**config.mk**
```make
export PLATFORM = sky130hd
export DESIGN_NAME = dma_chan_ctl
export DESIGN_NICKNAME = d
export VERILOG_FILES = /design/src/rtl/dma_chan_ctl_pkg.sv /design/src/rtl/dma_chan_ctl_decode.sv /design/src/rtl/dma_chan_ctl_fsm.sv /design/src/rtl/dma_chan_ctl_flags.sv /design/src/rtl/dma_chan_ctl.sv
export SDC_FILE = /design/constraint.sdc
export NUM_CORES = 1
export LEC_CHECK = 0
export BUFFER_PORTS_ARGS = -buffer_cell sky130_fd_sc_hd__buf_2
export CAP_MARGIN = 30
export CORE_MARGIN = 10
export CORE_UTILIZATION = 44
export CTS_CLUSTER_SIZE = 16
export DETAILED_ROUTE_END_ITERATION = 10
export PLACE_DENSITY = 0.94
export SLEW_MARGIN = 20
export SYNTH_ARGS = -nofsm -noshare
export SYNTH_HDL_FRONTEND = slang
export SYNTH_HIERARCHICAL = 1
export SYNTH_SLANG_ARGS = --single-unit
```
**constraint.sdc**
```tcl
create_clock -name clk -period 4.3 [get_ports clk]
set_clock_uncertainty 0.05 [all_clocks]
set_input_delay 0.215 -clock clk [delete_from_list [all_inputs] [get_ports clk]]
set_output_delay 0.215 -clock clk [all_outputs]
set_load 0.05 [all_outputs]
```
**src/rtl/dma_chan_ctl_pkg.sv**
```systemverilog
package dma_chan_ctl_pkg;

   typedef enum logic [2:0] {
      CH_IDLE    = 3'd0,
      CH_RUN     = 3'd1,
      CH_PAUSED  = 3'd2,
      CH_STOPPED = 3'd3,
      CH_DONE    = 3'd4,
      CH_ERROR   = 3'd5
   } ch_state_e;

   typedef enum logic [2:0] {
      ACT_NONE    = 3'd0,
      ACT_STOP    = 3'd1,
      ACT_DISABLE = 3'd2,
      ACT_PAUSE   = 3'd3,
      ACT_RESUME  = 3'd4,
      ACT_ENABLE  = 3'd5,
      ACT_CLEAR   = 3'd6
   } ch_act_e;

   localparam int DATA_W       = 32;
   localparam int CMD_W        = 6;
   localparam int CAUSE_W      = 3;

   localparam int OFF_CMD      = 'h0;
   localparam int OFF_STAT     = 'h4;
   localparam int OFF_IEN      = 'h8;
   localparam int OFF_CAUSE    = 'hC;

   localparam int CB_ENABLE    = 0;
   localparam int CB_CLEAR     = 1;
   localparam int CB_DISABLE   = 2;
   localparam int CB_STOP      = 3;
   localparam int CB_PAUSE     = 4;
   localparam int CB_RESUME    = 5;

   localparam int SB_DONE      = 16;
   localparam int SB_ERR       = 17;
   localparam int SB_IDLE      = 18;
   localparam int SB_STOPPED   = 19;
   localparam int SB_PAUSED    = 20;
   localparam int CAUSE_LSB    = 16;

endpackage

```
**src/rtl/dma_chan_ctl_decode.sv**
```systemverilog
module dma_chan_ctl_decode
   import dma_chan_ctl_pkg::*;
(
   input  logic             cmd_wr_i,
   input  logic [CMD_W-1:0] cmd_bits_i,
   output ch_act_e          act_o
);

   always_comb begin
      act_o = ACT_NONE;
      if (cmd_wr_i) begin
         if      (cmd_bits_i[CB_STOP])    act_o = ACT_STOP;
         else if (cmd_bits_i[CB_DISABLE]) act_o = ACT_DISABLE;
         else if (cmd_bits_i[CB_PAUSE])   act_o = ACT_PAUSE;
         else if (cmd_bits_i[CB_RESUME])  act_o = ACT_RESUME;
         else if (cmd_bits_i[CB_ENABLE])  act_o = ACT_ENABLE;
         else if (cmd_bits_i[CB_CLEAR])   act_o = ACT_CLEAR;
      end
   end

endmodule

```
**src/rtl/dma_chan_ctl_fsm.sv**
```systemverilog
module dma_chan_ctl_fsm
   import dma_chan_ctl_pkg::*;
(
   input  logic      clk,
   input  logic      rst_n,
   input  ch_act_e   act_i,
   input  logic      dp_done_i,
   input  logic      dp_err_i,
   output ch_state_e state_o,
   output logic      acc_done_o,
   output logic      acc_err_o,
   output logic      acc_clr_o,
   output logic      start_o,
   output logic      pause_o,
   output logic      resume_o,
   output logic      abort_o
);

   ch_state_e st_q, st_d;
   logic      go_start, go_pause, go_resume, go_abort;
   logic      active;

   assign active = (st_q == CH_RUN) || (st_q == CH_PAUSED);

   always_comb begin
      st_d       = st_q;
      go_start   = 1'b0;
      go_pause   = 1'b0;
      go_resume  = 1'b0;
      go_abort   = 1'b0;
      acc_done_o = 1'b0;
      acc_err_o  = 1'b0;
      acc_clr_o  = 1'b0;
      if (active) begin
         if (act_i == ACT_STOP) begin
            st_d = CH_STOPPED;  go_abort = 1'b1;
         end else if (act_i == ACT_DISABLE) begin
            st_d = CH_IDLE;     go_abort = 1'b1;
         end else if (dp_err_i) begin
            st_d = CH_ERROR;    acc_err_o = 1'b1;
         end else if (dp_done_i) begin
            st_d = CH_DONE;     acc_done_o = 1'b1;
         end else if (act_i == ACT_PAUSE && st_q == CH_RUN) begin
            st_d = CH_PAUSED;   go_pause = 1'b1;
         end else if (act_i == ACT_RESUME && st_q == CH_PAUSED) begin
            st_d = CH_RUN;      go_resume = 1'b1;
         end
      end else begin
         unique case (act_i)
            ACT_STOP:   st_d = CH_STOPPED;
            ACT_ENABLE: begin st_d = CH_RUN;  go_start = 1'b1;  end
            ACT_CLEAR:  begin st_d = CH_IDLE; acc_clr_o = 1'b1; end
            default:    st_d = st_q;
         endcase
      end
   end

   always_ff @(posedge clk) begin
      if (!rst_n) begin
         st_q     <= CH_IDLE;
         start_o  <= 1'b0;
         pause_o  <= 1'b0;
         resume_o <= 1'b0;
         abort_o  <= 1'b0;
      end else begin
         st_q     <= st_d;
         start_o  <= go_start;
         pause_o  <= go_pause;
         resume_o <= go_resume;
         abort_o  <= go_abort;
      end
   end

   assign state_o = st_q;

endmodule

```
**src/rtl/dma_chan_ctl_flags.sv**
```systemverilog
module dma_chan_ctl_flags
   import dma_chan_ctl_pkg::*;
#(
   parameter bit IRQ_REG = 1'b0
)(
   input  logic               clk,
   input  logic               rst_n,
   input  logic               acc_done_i,
   input  logic               acc_err_i,
   input  logic               acc_clr_i,
   input  logic [CAUSE_W-1:0] cause_i,
   input  logic               w1c_wr_i,
   input  logic [1:0]         w1c_bits_i,
   input  logic               ien_wr_i,
   input  logic [1:0]         ien_bits_i,
   output logic               intr_done_o,
   output logic               intr_err_o,
   output logic [CAUSE_W-1:0] cause_o,
   output logic [1:0]         ien_o,
   output logic               irq_o
);

   logic               done_q, err_q;
   logic [CAUSE_W-1:0] cause_q;
   logic [1:0]         ien_q;
   logic               irq_raw;

   always_ff @(posedge clk) begin
      if (!rst_n) begin
         done_q  <= 1'b0;
         err_q   <= 1'b0;
         cause_q <= '0;
         ien_q   <= 2'b00;
      end else begin
         if (acc_clr_i)                      done_q <= 1'b0;
         else if (acc_done_i)                done_q <= 1'b1;
         else if (w1c_wr_i && w1c_bits_i[0]) done_q <= 1'b0;

         if (acc_clr_i)                      err_q <= 1'b0;
         else if (acc_err_i)                 err_q <= 1'b1;
         else if (w1c_wr_i && w1c_bits_i[1]) err_q <= 1'b0;

         if (acc_clr_i)      cause_q <= '0;
         else if (acc_err_i) cause_q <= cause_i;

         if (ien_wr_i) ien_q <= ien_bits_i;
      end
   end

   assign irq_raw = (done_q & ien_q[0]) | (err_q & ien_q[1]);

   generate
      if (IRQ_REG) begin : g_irq_flop
         logic irq_q;
         always_ff @(posedge clk) begin
            if (!rst_n) irq_q <= 1'b0;
            else        irq_q <= irq_raw;
         end
         assign irq_o = irq_q;
      end else begin : g_irq_comb
         assign irq_o = irq_raw;
      end
   endgenerate

   assign intr_done_o = done_q;
   assign intr_err_o  = err_q;
   assign cause_o     = cause_q;
   assign ien_o       = ien_q;

endmodule

```
**src/rtl/dma_chan_ctl.sv**
```systemverilog
module dma_chan_ctl
   import dma_chan_ctl_pkg::*;
#(
   parameter int ADDR_W  = 4,
   parameter bit IRQ_REG = 1'b0
)(
   input  logic                 clk,
   input  logic                 rst_n,
   input  logic                 reg_wr_i,
   input  logic [ADDR_W-1:0]    reg_addr_i,
   input  logic [DATA_W-1:0]    reg_wdata_i,
   input  logic [ADDR_W-1:0]    reg_raddr_i,
   output logic [DATA_W-1:0]    reg_rdata_o,
   output logic                 xfer_start_o,
   output logic                 xfer_pause_o,
   output logic                 xfer_resume_o,
   output logic                 xfer_abort_o,
   input  logic                 xfer_done_i,
   input  logic                 xfer_err_i,
   input  logic [CAUSE_W-1:0]   xfer_err_cause_i,
   output logic                 irq_o
);

   localparam logic [ADDR_W-1:0] A_CMD   = ADDR_W'(OFF_CMD);
   localparam logic [ADDR_W-1:0] A_STAT  = ADDR_W'(OFF_STAT);
   localparam logic [ADDR_W-1:0] A_IEN   = ADDR_W'(OFF_IEN);
   localparam logic [ADDR_W-1:0] A_CAUSE = ADDR_W'(OFF_CAUSE);

   generate
      if (ADDR_W < 4) begin : g_bad_addr_w
         $error("dma_chan_ctl: ADDR_W must be at least 4");
      end
   endgenerate

   ch_act_e            act;
   ch_state_e          st_q;
   logic               acc_done, acc_err, acc_clr;
   logic               intr_done, intr_err;
   logic [CAUSE_W-1:0] cause;
   logic [1:0]         ien;
   logic               cmd_wr, stat_wr, ien_wr;

   assign cmd_wr  = reg_wr_i && (reg_addr_i == A_CMD);
   assign stat_wr = reg_wr_i && (reg_addr_i == A_STAT);
   assign ien_wr  = reg_wr_i && (reg_addr_i == A_IEN);

   dma_chan_ctl_decode u_dec (
      .cmd_wr_i   (cmd_wr),
      .cmd_bits_i (reg_wdata_i[CMD_W-1:0]),
      .act_o      (act)
   );

   dma_chan_ctl_fsm u_fsm (
      .clk        (clk),
      .rst_n      (rst_n),
      .act_i      (act),
      .dp_done_i  (xfer_done_i),
      .dp_err_i   (xfer_err_i),
      .state_o    (st_q),
      .acc_done_o (acc_done),
      .acc_err_o  (acc_err),
      .acc_clr_o  (acc_clr),
      .start_o    (xfer_start_o),
      .pause_o    (xfer_pause_o),
      .resume_o   (xfer_resume_o),
      .abort_o    (xfer_abort_o)
   );

   dma_chan_ctl_flags #(.IRQ_REG(IRQ_REG)) u_flags (
      .clk         (clk),
      .rst_n       (rst_n),
      .acc_done_i  (acc_done),
      .acc_err_i   (acc_err),
      .acc_clr_i   (acc_clr),
      .cause_i     (xfer_err_cause_i),
      .w1c_wr_i    (stat_wr),
      .w1c_bits_i  (reg_wdata_i[1:0]),
      .ien_wr_i    (ien_wr),
      .ien_bits_i  (reg_wdata_i[1:0]),
      .intr_done_o (intr_done),
      .intr_err_o  (intr_err),
      .cause_o     (cause),
      .ien_o       (ien),
      .irq_o       (irq_o)
   );

   logic unused_wdata;
   assign unused_wdata = ^reg_wdata_i[DATA_W-1:CMD_W];

   always_comb begin
      reg_rdata_o = '0;
      unique case (reg_raddr_i)
         A_STAT: begin
            reg_rdata_o[0]          = intr_done;
            reg_rdata_o[1]          = intr_err;
            reg_rdata_o[SB_DONE]    = (st_q == CH_DONE);
            reg_rdata_o[SB_ERR]     = (st_q == CH_ERROR);
            reg_rdata_o[SB_IDLE]    = (st_q == CH_IDLE);
            reg_rdata_o[SB_STOPPED] = (st_q == CH_STOPPED);
            reg_rdata_o[SB_PAUSED]  = (st_q == CH_PAUSED);
         end
         A_IEN:   reg_rdata_o[1:0] = ien;
         A_CAUSE: reg_rdata_o[CAUSE_LSB +: CAUSE_W] = cause;
         default: reg_rdata_o = '0;
      endcase
   end

endmodule

```
# [Word-level counts from Yosys, hierarchy flattened]
# Cells that the tools add are included.
[totals] input_bits=48 word_cells=88 register_bits=14 out_inout_bits=37
[op_classes] bitwise=5 reduce_logical=19 n_mux=38 eq_ne=17
[op_table] cell="2-to-1 mux 3 bit" n=14
[op_table] cell="2-to-1 mux 1 bit" n=20
[op_table] cell="equality test 3 bit, second input constant" n=5
[op_table] cell="equality test 3 x 2 -> 1 bit, second input constant" n=4
[op_table] cell="equality test 4 bit, second input constant" n=3
[op_table] cell="one-hot mux 3 bit (3 select lines)" n=1
[op_table] cell="equality test 4 x 3 -> 1 bit, second input constant" n=2
[op_table] cell="logical AND 1 bit" n=7
[op_table] cell="inequality test 7 bit, second input constant" n=1
[op_table] cell="OR reduction 7 bit" n=1
[op_table] cell="equality test 3 x 1 -> 1 bit, second input constant" n=2
[op_table] cell="one-hot mux 3 bit (2 select lines)" n=1
[op_table] cell="OR reduction 6 bit" n=1
[op_table] cell="logical NOT 4 bit" n=1
[op_table] cell="one-hot mux 2 bit (2 select lines)" n=1
[op_table] cell="AND reduction 2 bit" n=2
[op_table] cell="nonzero test 2 bit" n=2
[op_table] cell="nonzero test 4 bit" n=1
[op_table] cell="OR reduction 2 bit" n=2
[op_table] cell="logical NOT 3 bit" n=1
[op_table] cell="bitwise AND 1 bit" n=2
[op_table] cell="2-to-1 mux 2 bit" n=1
[op_table] cell="NOT 1 bit" n=2
[op_table] cell="logical OR 1 bit" n=1
[op_table] cell="OR 1 bit" n=1

# [Longest topological paths before layout]
[logic_depth] word_depth=16 ltp_mapped=10

# [Hierarchy]
# The synthesis kept the hierarchy.
[by_module_without_submodules] module="dma_chan_ctl_fsm" area_each_um2=460.4 instances=1 cells_per_inst=60
[by_module_without_submodules] module="dma_chan_ctl" area_each_um2=382.9 instances=1 cells_per_inst=50
[by_module_without_submodules] module="dma_chan_ctl_flags" area_each_um2=274.0 instances=1 cells_per_inst=26
[by_module_without_submodules] module="dma_chan_ctl_decode" area_each_um2=68.8 instances=1 cells_per_inst=10

# [Worst setup path after synthesis]
# Ideal clock, no wire load.
[synth_path] kind="input -> register" from="input reg_addr_i[1]" to="register u_flags.err_q (netlist: u_flags/intr_err_o)" setup_ns=0.127 arrival_time_ns=1.897 path_stages=10 path_slack_ns=2.225 path_cell_list="nor2_1 nor4bb_1 nand2b_4 nor4_2 buf_2 nor2b_1 nand2_1 nor2_1 nand2b_4 a311oi_1"
[synth_via] elab_cells_between_ends=17 classes_between="eq/ne (4); mux (7); reduce/logical (6)"
[synth_rtl] element="start, declared" line_no="dma_chan_ctl.sv:10" rtl="input logic [ADDR_W-1:0] reg_addr_i,"
[synth_rtl] element="logical NOT 4 bit" line_no="dma_chan_ctl.sv:43" rtl="assign cmd_wr = reg_wr_i && (reg_addr_i == A_CMD);"
[synth_rtl] element="logical AND 1 bit" line_no="dma_chan_ctl.sv:43"
[synth_rtl] element="via cmd_wr" line_no="dma_chan_ctl.sv:41" rtl="logic cmd_wr, stat_wr, ien_wr;"
[synth_rtl] element="2-to-1 mux 3 bit" line_no="dma_chan_ctl_decode.sv:11" rtl="if (cmd_wr_i) begin"
[synth_rtl] element="via act[2]" line_no="dma_chan_ctl.sv:35" rtl="ch_act_e act;"
[synth_rtl] element="equality test 3 bit" line_no="dma_chan_ctl_fsm.sv:49" rtl="unique case (act_i)"
[synth_rtl] element="2-to-1 mux 1 bit" line_no="dma_chan_ctl_fsm.sv:49"
[synth_rtl] element="2-to-1 mux 1 bit" line_no="dma_chan_ctl_fsm.sv:34" rtl="if (active) begin"
[synth_rtl] element="via acc_clr" line_no="dma_chan_ctl.sv:37" rtl="logic acc_done, acc_err, acc_clr;"
[synth_rtl] element="OR reduction 2 bit (no source line)"
[synth_rtl] element="end signal, assigned" line_no="dma_chan_ctl_flags.sv:31" rtl="err_q <= 1'b0;"
[synth_rtl] element="end signal, assigned" line_no="dma_chan_ctl_flags.sv:39" rtl="if (acc_clr_i) err_q <= 1'b0;"
[synth_rtl] element="end signal, assigned" line_no="dma_chan_ctl_flags.sv:40" rtl="else if (acc_err_i) err_q <= 1'b1;"
[synth_rtl] element="end, declared" line_no="dma_chan_ctl_flags.sv:23" rtl="logic done_q, err_q;"
# The timed path passes the listed nets, and every way through them passes these cells.
# A chain may end at the register's enable or synchronous reset.

# [Worst setup path after layout]
[layout_path] from="input reg_addr_i[1]" to="register u_flags.err_q (netlist: u_flags/intr_err_o)"
[layout_via] elab_chain_len=8 elab_cells_between_ends=17 classes_between="eq/ne (4); mux (7); reduce/logical (6)"
[layout_lines] element="logical NOT 4 bit *" line_no="dma_chan_ctl.sv:43"
[layout_lines] element="logical AND 1 bit *" line_no="dma_chan_ctl.sv:43"
[layout_lines] element="via cmd_wr" line_no="dma_chan_ctl.sv:41"
[layout_lines] element="2-to-1 mux 3 bit *" line_no="dma_chan_ctl_decode.sv:11"
[layout_lines] element="via act[0]" line_no="dma_chan_ctl.sv:35"
[layout_lines] element="equality test 3 x 2 -> 1 bit" line_no="dma_chan_ctl_fsm.sv:37" rtl="end else if (act_i == ACT_DISABLE) begin"
[layout_lines] element="2-to-1 mux 1 bit" line_no="dma_chan_ctl_fsm.sv:37"
[layout_lines] element="2-to-1 mux 1 bit *" line_no="dma_chan_ctl_fsm.sv:35" rtl="if (act_i == ACT_STOP) begin"
[layout_lines] element="2-to-1 mux 1 bit *" line_no="dma_chan_ctl_fsm.sv:34"
[layout_lines] element="via acc_err" line_no="dma_chan_ctl.sv:37"
[layout_lines] element="2-to-1 mux 1 bit / nonzero test 2 bit (equally long branches)"
[layout_lines] element="end signal, assigned" line_no="dma_chan_ctl_flags.sv:39"
[layout_lines] element="end signal, assigned" line_no="dma_chan_ctl_flags.sv:40"
[layout_lines] element="end signal, assigned" line_no="dma_chan_ctl_flags.sv:41" rtl="else if (w1c_wr_i && w1c_bits_i[1]) err_q <= 1'b0;"
# Mark *: on every way through the listed nets, which the timed path passes. The rest lies on a longest branch.

==> impl_metrics.yaml <==
placed_design:
  dpl-instance-area_um2: 1270
  post-dp-hpwl_um: 2310
  gpl.final_weighted_congestion: 0.837
  port_buffers: 33
layout:
  insertedDiodeCount: 0
  finish.net_count: 228
  layout.cells.most_common: "sky130_fd_sc_hd__buf_2"
  layout-drive-gt1-share_pct: 25.1
  post-route-cell-area_um2: 1310
  layout-area-overhead-vs-synth_pct: 10.4
  layout_filler_cell_count: 254
  layout_common_cells: "33 x sky130_fd_sc_hd__buf_2, 25 x sky130_fd_sc_hd__conb_1, 15 x sky130_fd_sc_hd__nor2_1"
setup_path:
  worst_path_dominant_cell_family: "simple AND/OR/NAND/NOR gates"
  endpoint_kind: "register"
  worstSetupPathType: "primary input to register"
  critical_path.most_common_cell: "sky130_fd_sc_hd__nor2_1"
  crit_path_top_delay_cell: "sky130_fd_sc_hd__nor3b_1"
  worst-endpoint-required_ns: 4.44
  critical_path_arrival_ns: 2.77
  worst-path-max-fanout: 13
  critical_path.n_buffers_inverters: 1
  critPathLaunch: "reg_addr_i[1]"
  crit_chain: "buf_2, nor2_1, nor4bb_1, o21a_1, nand2b_1, a21oi_1, nor3b_1, nor2_1, a311oi_1"
  reg2reg_launch_point: "u_fsm/state_o[1]"
  cpPeakStageDelay_ns: 0.72
  setup.worst_path.start_class: "primary input"
clocking:
  clock-sinks: 14
  clockBufferDepth: 2
  tritoncts: "done"
  cts-resized-gates: 0
  clock_latency_ns: 0.28
  cts.repair_timing.setup_buffer_count: 0
  cts_hold_buffers: 0
  tritoncts.num_buffers: 3
  clkTransAtPathRegs_ns: 0.09
  cts.htree.levels: 1
  clock_tree.root_cell: "sky130_fd_sc_hd__clkbuf_4"
run:
  drv.max_cap_violation_count: 0
sta:
  timing.final.max_slew_violations: 0
  fin_crit_ns: 2.63
  final.setup.tns_ns: 0
  setup-violations-final: 0
  grt_setup_unrepaired: "false"
  max_slew_margin_pct: 44.2
  fmax_achieved_mhz: 381
  hold_viol: 0
  tightest_slew_ns: 0.835
  final_period_utilization_pct: 61.1
routing:
  m1WireLength_um: 1220
  detail_route.iter0.violations: 49
  post_drt_wl_per_cell_um: 13.6
  top_layer_used: "met4"
  wl_um: 2850
  drt_pre_antenna_iters: 4
  route.met3.wl_um: 215
  drcViolationCount: 0
  detailed_route_wirelength_on_metal2_um: 1400
  postRouteAntennaNets: 0
  avgViaCountPerCell: 5.14
  via_count: 1074
yosys:
  netlist_instances: 146
  synth_edf_count: 0
  ys.warnings.count: 6
  postSynthAreaPerCell_um2: 8.12
  synth-main-ff-cell: "sky130_fd_sc_hd__dfxtp_1"
  synth_area_um2: 1190
  ys_ff_latch: 14
  synth.lib_cells_used.distinct: 46
  synth.yosys.seq_area_share_pct: 23.6
  asyncSetResetFlopFracSynth_pct: 0
floorplanning:
  io_pins: 85
  design.core.area_um2: 2520
  floorplan_die_width_um: 71.9
  die_height_um: 71.9
  initial_utilization_pct: 47.0
  design.die.area_um2: 5170
  placementRows: 18
global_routing:
  global_route.overflow_total: 0
  first_global_vias: 1111
  pin_count_of_the_biggest_net_entering_global_routing: 15
  gr-usage-all-layers_pct: 10.8
  antenna_found_initial: 0
  first_pass_grt_wire_length_um: 4820
power:
  p_per_area_nw_per_um2: 266
  power.leakage_nw: 0.571
  vdd_drop_max_mv: 0.224
  power.total_uw: 349
hold_path:
  timing.hold.worst.start: "xfer_err_cause_i[0]"
  holdCritPathClass: "primary input to register"
status:
  outcome: "finished, final reports clean"
[cell type report]
class	count	area, µm²	share of cell area [%]
Tap cell	30	37.5	2.87
Inverter	3	11.3	0.860
Multi-Input combinational cell	123	764	58.4
Sequential cell	14	280	21.4
Clock buffer	4	36.3	2.77
Timing Repair Buffer	35	180	13.8
[worst paths after layout]
check / endpoint / slack [ns] / depth (start not counted)
worst min register to register: u_flags/cause_o[2] / 0.46 / 2
worst max register to register: u_flags/intr_err_o / 2.17 / 5
worst max-delay path: u_flags/intr_err_o / 1.67 / 9
worst min-delay path: u_flags/cause_o[0] / 0.12 / 3
[synthesized netlist by cell type, drive strengths merged (2+ instances only)]
cell type,n,area [µm²]
a21boi,2,15.0
a311oi,2,17.5
buf,29,216
inv,3,11.3
a211oi,5,42.5
nor2,15,56.3
nand2b,7,58.8
and4b,3,30.0
nand3b,5,37.5
mux2i,5,50.1
nor3,6,30.0
nor2b,4,25.0
or3b,2,17.5
nand3,2,10.0
nand2,5,18.8
or4b,2,20.0
dfxtp,14,280
o21ai,5,25.0
or2b,2,15.0
a21oi,7,35.0
[tightest hold or removal path: stages]
cell	delay, ns
sky130_fd_sc_hd__buf_2	0.08
sky130_fd_sc_hd__mux2i_1	0.06
sky130_fd_sc_hd__nor2_1	0.07
[through the flow]
| stage | cells | utilization (%) | worst slack (ns) | hold slack, ns |
|---|---|---|---|---|
| floorplan | 170 | - | 2.23 | 0.279 |
| global placement | 205 | 50.5 | 1.45 | 0.406 |
| detailed placement | 205 | 50.5 | 1.36 | 0.411 |
| CTS | 209 | 51.9 | 1.64 | 0.123 |
| global route | 209 | 51.9 | 1.43 | 0.141 |
| finish | 209 | 51.9 | 1.67 | 0.125 |
[logic make-up after synthesis]
kind of cell / synth area share (%)
AO/OA/AOI/OAI: 16.0
other: 0.316
flip-flops: 23.6
multiplexers: 4.22
buffers and inverters: 19.5
AND/OR/NAND/NOR: 35.5
XOR/XNOR: 0.739
[registers in the layout, summed over array words and instances, names as in the netlist]
register	cells
u_flags/cause_o	3
u_fsm/pause_o	1
u_flags/ien_o	2
u_fsm/abort_o	1
u_flags/intr_err_o	1
u_fsm/state_o	3
u_flags/intr_done_o	1
u_fsm/resume_o	1
u_fsm/start_o	1
[metal layers]
layer  up-vias  global-route usage, %
li1        543                      -
met1       488                   11.5
met2        41                   19.2
met3         2                   4.90
met4         0                   1.94
met5         -                      0
[where the power goes]
part	internal, mW	total (mW)	switching (mW)
Sequential	0.136	0.145	0.00910
Combinational	0.0272	0.109	0.0813
Clock	0.0515	0.0956	0.0442
Total	0.214	0.349	0.135
Note: power is estimated with default switching activity, not from simulation.
